## config.mk

```make
export PLATFORM = sky130hd
export DESIGN_NAME = spi_master_engine
export DESIGN_NICKNAME = d
export VERILOG_FILES = /design/src/rtl/spi_eng_pkg.sv /design/src/rtl/spi_eng_clkdiv.sv /design/src/rtl/spi_eng_shifter.sv /design/src/rtl/spi_eng_csdrv.sv /design/src/rtl/spi_master_engine.sv
export SDC_FILE = /design/constraint.sdc
export NUM_CORES = 1
export LEC_CHECK = 0
export ABC_AREA = 1
export BUFFER_PORTS_ARGS = -buffer_cell sky130_fd_sc_hd__buf_4
export CORE_MARGIN = 1.5
export CORE_UTILIZATION = 60
export CTS_CLUSTER_SIZE = 28
export DETAILED_ROUTE_END_ITERATION = 6
export HOLD_SLACK_MARGIN = 0.05
export PLACE_DENSITY = 0.95
export RECOVER_POWER = 50
export SLEW_MARGIN = 20
export SYNTH_ARGS = -nofsm -noshare
export SYNTH_HDL_FRONTEND = slang
export SYNTH_SLANG_ARGS = --single-unit
export TNS_END_PERCENT = 10
```

## constraint.sdc

```tcl
create_clock -name clk -period 5.38 [get_ports clk]
set_input_delay 0.538 -clock clk [delete_from_list [all_inputs] [get_ports clk]]
set_output_delay 0.538 -clock clk [all_outputs]
set_load 0.1 [all_outputs]
```

## src/rtl/spi_eng_pkg.sv

```systemverilog
// Shared parameters and types for the SPI master serial engine.
package spi_eng_pkg;
    parameter int unsigned FRAME_BITS = 8;
    parameter int unsigned DIV_BITS   = 16;
    parameter int unsigned SLAVES     = 2;

    typedef enum logic [1:0] {
        ENG_IDLE  = 2'd0,
        ENG_SHIFT = 2'd1,
        ENG_HOLD  = 2'd2
    } eng_state_t;
endpackage

```

## src/rtl/spi_eng_clkdiv.sv

```systemverilog
// Half-period tick generator. Produces one tick every max(1, div_val>>1)
// core cycles while run is high; the count restarts whenever run is low.
// Assumes div_val is stable while run is high.
module spi_eng_clkdiv #(
    parameter int unsigned DIV_W = spi_eng_pkg::DIV_BITS
) (
    input  logic             clk,
    input  logic             rst_n,
    input  logic             run,
    input  logic [DIV_W-1:0] div_val,
    output logic             tick
);
    logic [DIV_W-1:0] half_len;
    logic [DIV_W-1:0] cnt;

    // Half period in core cycles: bit 0 dropped, never below one.
    always_comb begin
        half_len = div_val >> 1;
        if (half_len == '0) half_len = DIV_W'(1);
    end

    assign tick = run && (cnt == half_len - DIV_W'(1));

    // Cycle counter within one half period.
    always_ff @(posedge clk) begin
        if (!rst_n || !run || tick) cnt <= '0;
        else                        cnt <= cnt + DIV_W'(1);
    end

    assert_tick_gap_R1: assert property (@(posedge clk) disable iff (!rst_n)
        (tick && half_len > DIV_W'(1)) |=> !tick);
    assert_count_rest_R1: assert property (@(posedge clk) disable iff (!rst_n)
        !run |=> (cnt == '0));
endmodule

```

## src/rtl/spi_eng_shifter.sv

```systemverilog
// Frame shifter. Pops one byte from a show-ahead transmit FIFO, runs 16
// serial clock edges, shifts data out MSB first and samples miso, then
// pushes the received byte once the receive FIFO has room.
// Assumes tx_data is valid whenever tx_empty is low.
module spi_eng_shifter
    import spi_eng_pkg::*;
#(
    parameter int unsigned W = FRAME_BITS
) (
    input  logic         clk,
    input  logic         rst_n,
    input  logic         en,
    input  logic         cpol,
    input  logic         cpha,
    input  logic         tick,
    input  logic         tx_empty,
    input  logic [W-1:0] tx_data,
    output logic         tx_pop,
    input  logic         rx_full,
    output logic         rx_push,
    output logic [W-1:0] rx_data,
    output logic         sclk,
    output logic         mosi,
    input  logic         miso,
    output logic         shifting,
    output logic         in_frame
);
    localparam int unsigned EDGES  = 2 * W;
    localparam int unsigned EDGE_W = $clog2(EDGES + 1);

    eng_state_t       st;
    logic [W-1:0]     tx_sr;
    logic [W-1:0]     rx_sr;
    logic [EDGE_W-1:0] edge_cnt;
    logic [EDGE_W-1:0] edge_nxt;
    logic             phase;
    logic             lead_edge;
    logic             sample_edge;

    assign edge_nxt    = edge_cnt + EDGE_W'(1);
    assign lead_edge   = edge_nxt[0];
    assign sample_edge = cpha ? !lead_edge : lead_edge;

    assign tx_pop   = (st == ENG_IDLE) && en && !tx_empty && !rx_full;
    assign rx_push  = (st == ENG_HOLD) && en && !rx_full;
    assign rx_data  = rx_sr;
    assign mosi     = tx_sr[W-1];
    assign sclk     = cpol ^ phase;
    assign shifting = (st == ENG_SHIFT);
    assign in_frame = (st != ENG_IDLE);

    // Frame sequencing, shift registers and serial clock phase.
    always_ff @(posedge clk) begin
        if (!rst_n) begin
            st       <= ENG_IDLE;
            tx_sr    <= '0;
            rx_sr    <= '0;
            edge_cnt <= '0;
            phase    <= 1'b0;
        end else if (!en) begin
            st       <= ENG_IDLE;
            edge_cnt <= '0;
            phase    <= 1'b0;
        end else begin
            case (st)
                ENG_IDLE: if (tx_pop) begin
                    tx_sr    <= tx_data;
                    edge_cnt <= '0;
                    phase    <= 1'b0;
                    st       <= ENG_SHIFT;
                end
                ENG_SHIFT: if (tick) begin
                    phase    <= ~phase;
                    edge_cnt <= edge_nxt;
                    if (sample_edge)
                        rx_sr <= {rx_sr[W-2:0], miso};
                    else if (edge_nxt != EDGE_W'(1))
                        tx_sr <= {tx_sr[W-2:0], 1'b0};
                    if (edge_nxt == EDGE_W'(EDGES)) st <= ENG_HOLD;
                end
                ENG_HOLD: if (!rx_full) st <= ENG_IDLE;
                default: st <= ENG_IDLE;
            endcase
        end
    end

    assert_idle_level_R2: assert property (@(posedge clk) disable iff (!rst_n)
        (st == ENG_IDLE) |-> (sclk == cpol));
    assert_edge_bound_R4: assert property (@(posedge clk) disable iff (!rst_n)
        edge_cnt <= EDGE_W'(EDGES));
    assert_hold_full_R10: assert property (@(posedge clk) disable iff (!rst_n)
        (st == ENG_HOLD && rx_full && en) |=> (st == ENG_HOLD));
    assert_abort_R7: assert property (@(posedge clk) disable iff (!rst_n)
        !en |=> (st == ENG_IDLE));
    assert_pop_start_R9: assert property (@(posedge clk) disable iff (!rst_n)
        tx_pop |=> (st == ENG_SHIFT && edge_cnt == '0));
endmodule

```

## src/rtl/spi_eng_csdrv.sv

```systemverilog
// Chip-select driver. Registers one active-low select per slave from the
// global enable and the select mask; independent of frame timing.
module spi_eng_csdrv #(
    parameter int unsigned N = spi_eng_pkg::SLAVES
) (
    input  logic         clk,
    input  logic         rst_n,
    input  logic         en,
    input  logic [N-1:0] sel_mask,
    output logic [N-1:0] cs_n
);
    for (genvar i = 0; i < N; i++) begin : g_cs
        // Select line i: low only while enabled and selected.
        always_ff @(posedge clk) begin
            if (!rst_n) cs_n[i] <= 1'b1;
            else        cs_n[i] <= ~(en & sel_mask[i]);
        end
    end

    assert_cs_off_R6: assert property (@(posedge clk) disable iff (!rst_n)
        !en |=> (&cs_n));
endmodule

```

## src/rtl/spi_master_engine.sv

```systemverilog
// Top of the SPI master serial engine: divider, frame shifter and
// chip-select driver. busy covers both an active frame and pending bytes.
module spi_master_engine
    import spi_eng_pkg::*;
#(
    parameter int unsigned FRAME_W = FRAME_BITS,
    parameter int unsigned DIV_W   = DIV_BITS,
    parameter int unsigned NUM_CS  = SLAVES
) (
    input  logic               clk,
    input  logic               rst_n,
    input  logic               enable,
    input  logic               cpol,
    input  logic               cpha,
    input  logic [DIV_W-1:0]   clk_div,
    input  logic [NUM_CS-1:0]  cs_mask,
    input  logic               tx_empty,
    input  logic [FRAME_W-1:0] tx_data,
    output logic               tx_pop,
    input  logic               rx_full,
    output logic               rx_push,
    output logic [FRAME_W-1:0] rx_data,
    output logic               sclk,
    output logic               mosi,
    input  logic               miso,
    output logic [NUM_CS-1:0]  cs_n,
    output logic               busy
);
    logic half_tick;
    logic shifting;
    logic in_frame;

    spi_eng_clkdiv #(.DIV_W(DIV_W)) u_div (
        .clk     (clk),
        .rst_n   (rst_n),
        .run     (shifting),
        .div_val (clk_div),
        .tick    (half_tick)
    );

    spi_eng_shifter #(.W(FRAME_W)) u_shift (
        .clk      (clk),
        .rst_n    (rst_n),
        .en       (enable),
        .cpol     (cpol),
        .cpha     (cpha),
        .tick     (half_tick),
        .tx_empty (tx_empty),
        .tx_data  (tx_data),
        .tx_pop   (tx_pop),
        .rx_full  (rx_full),
        .rx_push  (rx_push),
        .rx_data  (rx_data),
        .sclk     (sclk),
        .mosi     (mosi),
        .miso     (miso),
        .shifting (shifting),
        .in_frame (in_frame)
    );

    spi_eng_csdrv #(.N(NUM_CS)) u_cs (
        .clk      (clk),
        .rst_n    (rst_n),
        .en       (enable),
        .sel_mask (cs_mask),
        .cs_n     (cs_n)
    );

    assign busy = in_frame || !tx_empty;

    assert_push_room_R5: assert property (@(posedge clk) disable iff (!rst_n)
        rx_push |-> !rx_full);
    assert_busy_pending_R8: assert property (@(posedge clk) disable iff (!rst_n)
        tx_pop |=> busy);
endmodule

```

### Word level (Yosys, flattened, before mapping)

Index checks and enable logic that the tools add are counted.

* multiply operators: 0
* shift operators: 0
* reductions and logical operators: 23
* mux-type cells: 18
* $add $sub $neg: 3
* order comparisons: 0
* equal/unequal tests: 11
* divide/modulo/power cells: 0
* bitwise operators: 6

Operators with widths (count)
* 2-to-1 mux 8 bit: 4
* adder 16 x 1 -> 16 bit (second input constant): 1
* equality test 16 bit: 1
* zero test 16 bit: 1
* one-hot mux 8 bit (2 select lines): 1
* subtractor 16 x 1 -> 16 bit (second input constant): 1
* 2-to-1 mux 15 bit: 1
* 2-to-1 mux 5 bit: 2
* one-hot mux 5 bit (2 select lines): 1
* 2-to-1 mux 2 bit: 4
* != test 2 bit (second input constant): 4
* AND reduction 4 bit: 2
* logical AND 1 bit: 6
* one-hot mux 2 bit (3 select lines): 1
* AND reduction 6 bit: 1
* adder 5 x 1 -> 5 bit (second input constant): 1
* equality test 5 bit (second input constant): 1
* zero test 1 bit: 5
* != test 5 x 1 -> 1 bit (second input constant): 1
* != test 2 x 1 -> 1 bit (second input constant): 2
* nonzero test 2 bit: 2
* logical OR 1 bit: 3
* 2-to-1 mux 1 bit: 3
* inverter 1 bit: 3
* other kinds (8): 9

* bits in read-only memories: 0
* memories kept: 0
* bits of input ports: 34
* register bits: 42
* bits in latches: 0
* memory bits (writable): 0

### Logic depth before layout (Yosys ltp)

Gate-level depths: netlist of run 1.

* depth after elaboration: 7
* gate-level depth with buffers: 24
* mapped depth without buffers: 24

### Cells and area by module

From an unflattened synthesis of run 1, not the netlist that was laid out.

* cell total of the unflattened synthesis: 401
* area total of the unflattened synthesis: 2645.0 um^2

Modules (own cells, without submodules)
* spi_eng_clkdiv: cells an instance 212, instances 1, sequential area each 320.3 um^2, area an instance 1353.8 um^2
* spi_eng_shifter: cells an instance 183, instances 1, sequential area each 480.5 um^2, area an instance 1233.7 um^2
* spi_eng_csdrv: cells an instance 4, instances 1, sequential area each 40.0 um^2, area an instance 50.0 um^2
* spi_master_engine: cells an instance 2, instances 1, sequential area each 0.0 um^2, area an instance 7.5 um^2

### Worst setup path after synthesis of run 1

OpenSTA, ideal clock, no wires.

* path kind: input-to-reg
* from: input port tx_empty
* to: register u_shift.tx_sr[0]
* library setup time: 0.113 ns
* setup slack: 0.445 ns
* required time: 5.267 ns
* data arrival time: 4.822 ns
* path buffers: 1
* stages: 7
* cells stage by stage: nor4_1 inv_1 nand2_4 nand2_4 buf_6 nor2_1 nor2_1

* longest elaborated chain between the ends: 5

Ends and longest elaborated chain
* from (decl): RTL line spi_master_engine.sv:17 `input logic tx_empty,`
* zero test 1 bit: RTL line spi_eng_shifter.sv:44 `assign tx_pop = (st == ENG_IDLE) && en && !tx_empty && !rx_full;`
* logical AND 1 bit (2 in series): RTL line spi_eng_shifter.sv:44
* != test 2 bit (no source line)
* AND reduction 6 bit (no source line)
* to (signal assigned): RTL line spi_eng_shifter.sv:67 `tx_sr <= tx_data;`
* to (signal assigned): RTL line spi_eng_shifter.sv:78 `tx_sr <= {tx_sr[W-2:0], 1'b0};`
* to (decl): RTL line spi_eng_shifter.sv:32 `logic [W-1:0] tx_sr;`

Every way passes these cells.
A chain may end at the register's enable or synchronous reset.

### Worst setup path after layout of run 1

* from: input port clk_div[5]
* to: register u_shift.tx_sr[7]

* longest elaborated chain between the ends: 7

Ends and longest elaborated chain
* from (decl): RTL line spi_master_engine.sv:15 `input logic [DIV_W-1:0] clk_div,`
* zero test 16 bit: RTL line spi_eng_clkdiv.sv:19 `if (half_len == '0) half_len = DIV_W'(1);`
* 2-to-1 mux 15 bit (*): RTL line spi_eng_clkdiv.sv:19
* subtractor 16 x 1 -> 16 bit (*): RTL line spi_eng_clkdiv.sv:22 `assign tick = run && (cnt == half_len - DIV_W'(1));`
* equality test 16 bit (*): RTL line spi_eng_clkdiv.sv:22
* logical AND 1 bit (*): RTL line spi_eng_clkdiv.sv:22
* != test 2 bit (no source line) (*)
* AND reduction 6 bit (no source line) (*)

Mark *: on every way between the ends. The rest lies on a longest branch, timed or not.

==> results of run 1 <==
## cells by family (layout without fill, tap and decap cells)
group,count (synthesis),count (layout)
AOI/OAI and AO/OA,28,28
buffers and inverters,75,124
xor gates and xnor gates,19,19
DFF,42,42
adders and majority gates,5,5
and+or+nand+nor,259,259
## registers in the layout, summed over array words and instances, names as in the netlist
signal and flops:
u_cs.cs_n 2, u_div.cnt 16, u_shift.edge_cnt 5, u_shift.phase 1
u_shift.rx_data 8, u_shift.st 2, u_shift.tx_sr 8
## final cells by class
class / count / area (um2)
multi-input cells: 311 / 1530
fillers: 384 / 1280
flip-flops and latches: 42 / 841
repair buffers: 47 / 289
inverters: 69 / 259
clock buffers: 6 / 72.6
well taps: 52 / 65.1
clock inverters: 2 / 13.8
## power by group through the flow
stage	Combinational, uW	Sequential (uW)	Clock (uW)
finish	99.2	316	205
global route	109	316	219
CTS	103	316	208
detailed placement	103	323	0
global placement	99.6	323	0
floorplan	60.6	329	0
## cells in the final DEF, fill, tap and decap left out
| cell type | instances |
|---|---|
| clkinv_2 | 1 |
| o21ai_0 | 12 |
| a31oi_1 | 2 |
| nor3b_1 | 4 |
| nor3_1 | 5 |
| xor2_1 | 12 |
| inv_1 | 66 |
| nand3_4 | 1 |
| nor3_2 | 1 |
| nor4_1 | 5 |
| clkbuf_1 | 18 |
| nor2_2 | 2 |
| nand3_1 | 32 |
| a41oi_1 | 1 |
| nand2_2 | 1 |
| nand4_1 | 7 |
| inv_2 | 3 |
| a21boi_0 | 1 |
| ha_1 | 5 |
| o21ai_1 | 2 |
| nor2_4 | 4 |
| nand3_2 | 1 |
| clkinv_4 | 1 |
| and2_1 | 1 |
| nand3b_1 | 4 |
| nor2_1 | 73 |
| clkbuf_8 | 5 |
| a21oi_1 | 10 |
| xnor2_1 | 6 |
| buf_4 | 30 |
| dfxtp_1 | 42 |
| nand2_1 | 118 |
| xor2_2 | 1 |
## critical path: stages
cell      delay (ns)
clkbuf_1        0.12
nor2_1          0.20
nand2_1         0.13
nor2_2          0.11
nand2_1         0.17
nand2_1         0.13
inv_1           0.07
ha_1            0.24
nand2_1         0.17
nand2_1         0.09
nand2_1         0.06
nand2_1         0.05
nand2_1         0.10
nand3_1         0.09
nor2_1          0.11
nand4_1         0.10
nor2_1          0.13
nand3_1         0.23
nand2_1         0.20
nand2_1         0.32
nand2_1         0.18
nand2_1         0.06
nor2_1          0.11
## how the worst min path moves through the flow
stage                             from            to  slack (ns)  depth (start not counted)
after floorplan           u_div.cnt[0]  u_div.cnt[0]        0.43                          1
after global routing        cs_mask[1]  u_cs.cs_n[1]        0.40                          2
after detailed placement  u_div.cnt[0]  u_div.cnt[0]        0.46                          1
final                       cs_mask[1]  u_cs.cs_n[1]        0.39                          2
after CTS                   cs_mask[1]  u_cs.cs_n[1]        0.39                          2
after global placement    u_div.cnt[0]  u_div.cnt[0]        0.45                          1
## routing by layer
layer / track usage (%) / share of wire (%) / up-vias / wire length (um)
met5: 0 / 0 / - / 0
met4: 8.33 / 1.1 / 0 / 66
met3: 5.05 / 4.6 / 6 / 286
met2: 45.8 / 52 / 80 / 3220
met1: 30.2 / 43 / 1242 / 2650
li1: - / - / 1421 / -
## through the flow
stage	hold slack, ns	util [%]	total power [uW]	instances
after global placement	0.452	71.0	423	521
after floorplan	0.430	-	390	428
after detailed placement	0.461	71.0	426	521
after CTS	0.387	73.0	627	529
final	0.390	70.5	620	529
after global routing	0.397	70.5	644	529
==> run metrics, run 1 <==
Switch Pwr=180 uW; die footprint=4920 um2; max-slew violation count=0; setup_tns=0 ns; power per cell area=202 nW/um2; Sw Ratio=about 29%; register-to-register setup slack=2.98 ns; global-route wire length before repair=10200 um; DRT antenna net count=0; # hold bufs at CTS=0; sequential power share=about half; Hold WC Path Type=primary input to flop; worst r2r src=u_div.cnt[2]; EDFF count, synth=0; Initial DRT Pass Iterations=4; clock buffer depth=2; largest net degree at the start of global routing=19; worst slew pin tran=around 1.2 ns; Fmax achieved=0.288 GHz; count leader, synth=nand2_1; clock skew=roughly 0.0084 ns; Die H=70.2 um; Initial Util=62.2%; synthesized area=2710 um2; Finished Cell Area=3070 um2; Final Hold Viols=0; Iter 0 DRT Violations=about 190; vias in the first global route=2476; Lkg Pwr=0.00149 uW; Critical Path Start Type=primary input; Tmin final=roughly 3.5 ns; Core Area=between 4000 and 5000 um2; Clock Pin Slew Worst Setup and Hold Paths=around 0.09 ns; most frequently used flop master after synthesis=dfxtp_1; max_slew headroom=22.0%; synth cell count leaders=nand2_1 (114), nor2_1 (71), inv_1 (64); Internal=around 440 uW; Critical Path RT=5.62 ns; Layout Nets=515; Synth Area in XOR/XNOR=6.43%; Seq/Total Area, Yosys=31.1%; Residual DRC=0; Worst Reg-to-Reg Cells=16; critical path class=primary input to flop; gate count after technology mapping=428; Setup Viol. Count Final=0; vias per std cell=5.20; gr usage total=25.5%; Adder-Cell Fraction of Synth Area=2.31%; Crit. Startpoint=clk_div[5]; Worst Setup EP=u_shift.tx_sr[7]; number of diodes=0; Synth Area in Simple Gates=between 40% and 50%; DP HPWL=4700 um; CTS resizes=0; YS warnings=0; Seq cells post-synth=42; setup bufs post-CTS=0; worst-path fanout max=16; Tcrit/Tclk final=64.6%; Ports=49; Synth cell types=32; main combinational cell family by area after synthesis=simple AND/OR/NAND/NOR gates; outcome=complete, no violations; Chip Width=70.2 um; PortBufs=between 40 and 50; complex-gate fraction of the synthesized area=5.50%; clock share of power=33.1%; fin worst setup slack=1.91 ns; Clk Latency, worst-skew pair=0.30 ns; TritonCTS clock tree=yes; Crit. End Element=flop; dominant cell type by area after synthesis=dfxtp_1; peak supply drop=0.137 mV; Layout area overhead=13.5%; critical path arrival=roughly 3.7 ns; Post-DP Area=3090 um2; gr ovfl total=0; post-synthesis mux area share=0%; RePlAce Congestion=approximately 0.97; wire per inst=~12 um; routed wire length=~6200 um; RSZ-0062 raised after global routing=false; worst r2r dst=u_shift.tx_sr[7]; share of synthesized flip-flops with an asynchronous set or reset=0%; CTS HTree Levels=2; CTS buffer count=5; Mean Syn Cell Area=around 6.3 um2; clock sinks=42; initial antenna violation count=0; combinational share of power=16.0%; Clock Root Buffer=clkbuf_8; Synth top area share=between 30% and 40%; fraction of layout cells with a size suffix above 1=a little over a tenth; DR vias=approximately 2700; Mapped Nets=roughly 470; num rows=24; Max-Cap Viols=0; pre-CTS setup slack=2.05 ns; top cells by area, synth=dfxtp_1 (31%), nand2_1 (16%), nor2_1 (9.8%), inv_1 (8.9%), nand3_1 (5.5%)
Note: power is estimated with default switching activity, not from simulation.
==> inputs of run 2 (changes only) <==
CORE_UTILIZATION = 51   (was 60)
PLACE_DENSITY = 0.88   (was 0.95)
clock period = 2.9 ns   (was 5.38 ns; I/O delays follow)
==> run 2 against run 1 <==
Effect of this change:
- clock-buffer cell count did not move
- utilization down 7.9 points
- die area increased by 17%
- critical path depth fell by 2
- worst hold slack worse by 0.23 ns
- global-route usage decreased by 3.7 points
- register-to-register slack worse by 2.4 ns
- first-iteration DRC count decreased by 51%
- sequential cell count unchanged
- cell area is 4.2% higher
- via count fell by 2.2%
- non-clock buffer count is 3 higher
- critical path type unchanged
- highest routed layer unchanged
==> run metrics, run 2 (synthesized netlist as in run 1, its figures left out) <==
outcome=complete, no violations (unchanged); Critical Path RT=3.13 ns (was 5.62 ns); Fmax achieved=0.390 GHz; Initial Util=53.0% (was 62.2%); vias per std cell=4.89 (was 5.20); worst r2r src=u_div.cnt[1] (was u_div.cnt[2]); worst-path fanout max=16 (unchanged); max-slew violation count=0 (unchanged); RSZ-0062 raised after global routing=false (unchanged); Tmin final=2.56 ns; Crit. Startpoint=clk_div[9] (was clk_div[5]); Ports=49 (unchanged); max reg flops=16 (unchanged); Final Util=62.6% (was 70.5%); Clock Root Buffer=clkbuf_8 (unchanged); number of diodes=0 (unchanged); global-route wire length before repair=9660 um (was 10200 um); commonest non-fill, non-tap cell in the layout=nand2_1 (unchanged); Final Hold Viols=0 (unchanged); clock skew=0.00874 ns (was 0.00841 ns); Iter 0 DRT Violations=92 (was 189); sequential power share=50.7% (was 50.9%); critical path class=primary input to flop (unchanged); Clk Latency, worst-skew pair=0.30 ns (about the same); hold_ws=0.157 ns (was 0.390 ns); Core Area=5110 um2 (was 4350 um2); routed wire length=5840 um (was 6220 um); RePlAce Congestion=0.910 (was 0.967); peak supply drop=0.294 mV (was 0.137 mV); Residual DRC=0 (unchanged); clock buffer depth=2 (unchanged); gr usage total=21.7% (was 25.5%); gr ovfl total=0 (unchanged); Max-Cap Viols=0 (unchanged); setup bufs post-CTS=0 (unchanged); Hold WC Path Type=primary input to flop (unchanged); critical path arrival=2.80 ns (was 3.72 ns); vias in the first global route=2404 (was 2476); initial antenna violation count=0 (unchanged); Post-Place Cells=542 (was 521); Lkg Pwr=0.00152 uW (was 0.00149 uW); clock sinks=42 (unchanged); Die H=75.8 um (was 70.2 um); Clock Pin Slew Worst Setup and Hold Paths=0.08 ns (was 0.09 ns); Crit. End Element=flop (unchanged); max_slew headroom=22.1% (was 22.0%); Critical Path Start Type=primary input (unchanged); Layout Nets=518 (was 515); num rows=26 (was 24); Tcrit/Tclk final=between 80% and 90%; worst slew pin tran=1.17 ns (about the same); wire per inst=10.6 um (was 11.8 um); die footprint=5750 um2 (was 4920 um2); combinational share of power=16.6% (was 16.0%); PortBufs=47 (unchanged); Layout Cells excl Fill=550 (was 529); fraction of layout cells with a size suffix above 1=14.2% (was 10.7%); Initial DRT Pass Iterations=4 (unchanged); Reg with most FFs=u_div.cnt (unchanged); Final Power=1150 uW (was 620 uW); largest net degree at the start of global routing=19 (unchanged); DRT antenna net count=0 (unchanged); clock share of power=32.7% (was 33.1%); DP HPWL=4600 um (was 4700 um); setup_tns=0 ns (unchanged); DR vias=2689 (was 2749); Chip Width=75.8 um (was 70.2 um); Internal=821 uW (was 440 uW); Layout area overhead=18.2% (was 13.5%); power per cell area=361 nW/um2 (was 202 nW/um2); Setup Viol. Count Final=0 (unchanged); TritonCTS clock tree=yes (unchanged); most frequent cells in the layout=nand2_1 (114), nor2_1 (71), inv_1 (64), dfxtp_1 (42), buf_4 (34) (was nand2_1 (118), nor2_1 (73), inv_1 (66), dfxtp_1 (42), nand3_1 (32)); Switch Pwr=334 uW (was 180 uW); CTS buffer count=5 (unchanged); Sw Ratio=28.9% (was 29.1%); Hold Crit Start=cs_mask[1] (unchanged); CTS HTree Levels=2 (unchanged)
[run 2: per-stage QoR]
step | setup WS (ns) | instance area (um2)
after global placement | 0.0874 | 3160
after floorplan | -0.368 | 2720
after global routing | 0.0163 | 3200
after CTS | 0.282 | 3250
after detailed placement | -0.00816 | 3160
final | 0.335 | 3200
[run 2: layer usage]
layer	global-route usage (%)	vias to the layer above	part of all wire [%]
met5	0	-	0
met4	5.95	0	1.2
met3	4.63	9	4.4
met2	40.3	61	51
met1	25.0	1196	43
li1	-	1423	-
[run 2: area by class of cell]
type | instances | area [um2]
timing repair buffer | 50 | 332
multi-input combinational | 311 | 1590
sequential | 42 | 841
inverter | 69 | 259
clock buffer | 6 | 72.6
clock inverter | 2 | 13.8
fill | 493 | 1910
tap | 70 | 87.6
[run 2: final timing paths]
check | slack [ns] | to | depth (start not counted)
max reg2reg | 0.62 | u_div.cnt[14] | 12
min | 0.16 | u_cs.cs_n[1] | 2
min reg2reg | 0.47 | u_div.cnt[0] | 1
max | 0.34 | u_shift.rx_data[3] | 21
[run 2: power by group through the flow]
stage / Sequential, uW / Clock [uW] / Combinational (uW)
6_report: 586 / 378 / 191
5_1_grt: 587 / 415 / 213
4_1_cts: 586 / 384 / 195
3_5_place_dp: 600 / 0 / 193
3_3_place_gp: 599 / 0 / 189
2_1_floorplan: 611 / 0 / 113
[run 2: timing repair]
action	CTS	global route
hold buffers	0	0
gates resized for setup	0	2
setup endpoints to repair	0	7
[run 2: worst max-delay path: stages]
cell     delay [ns]
buf_4          0.13
nor2_4         0.18
nand2_2        0.07
nor2_2         0.12
nand2_2        0.06
nand2_1        0.09
inv_2          0.05
ha_1           0.25
nand2_2        0.13
nand2_1        0.08
nand2_1        0.08
nand2_1        0.05
nand2_1        0.10
nand3_1        0.09
nor3b_1        0.22
nand4_1        0.12
nor2_1         0.22
nand3_4        0.21
nand2_1        0.10
nand2_1        0.05
nor2_1         0.09
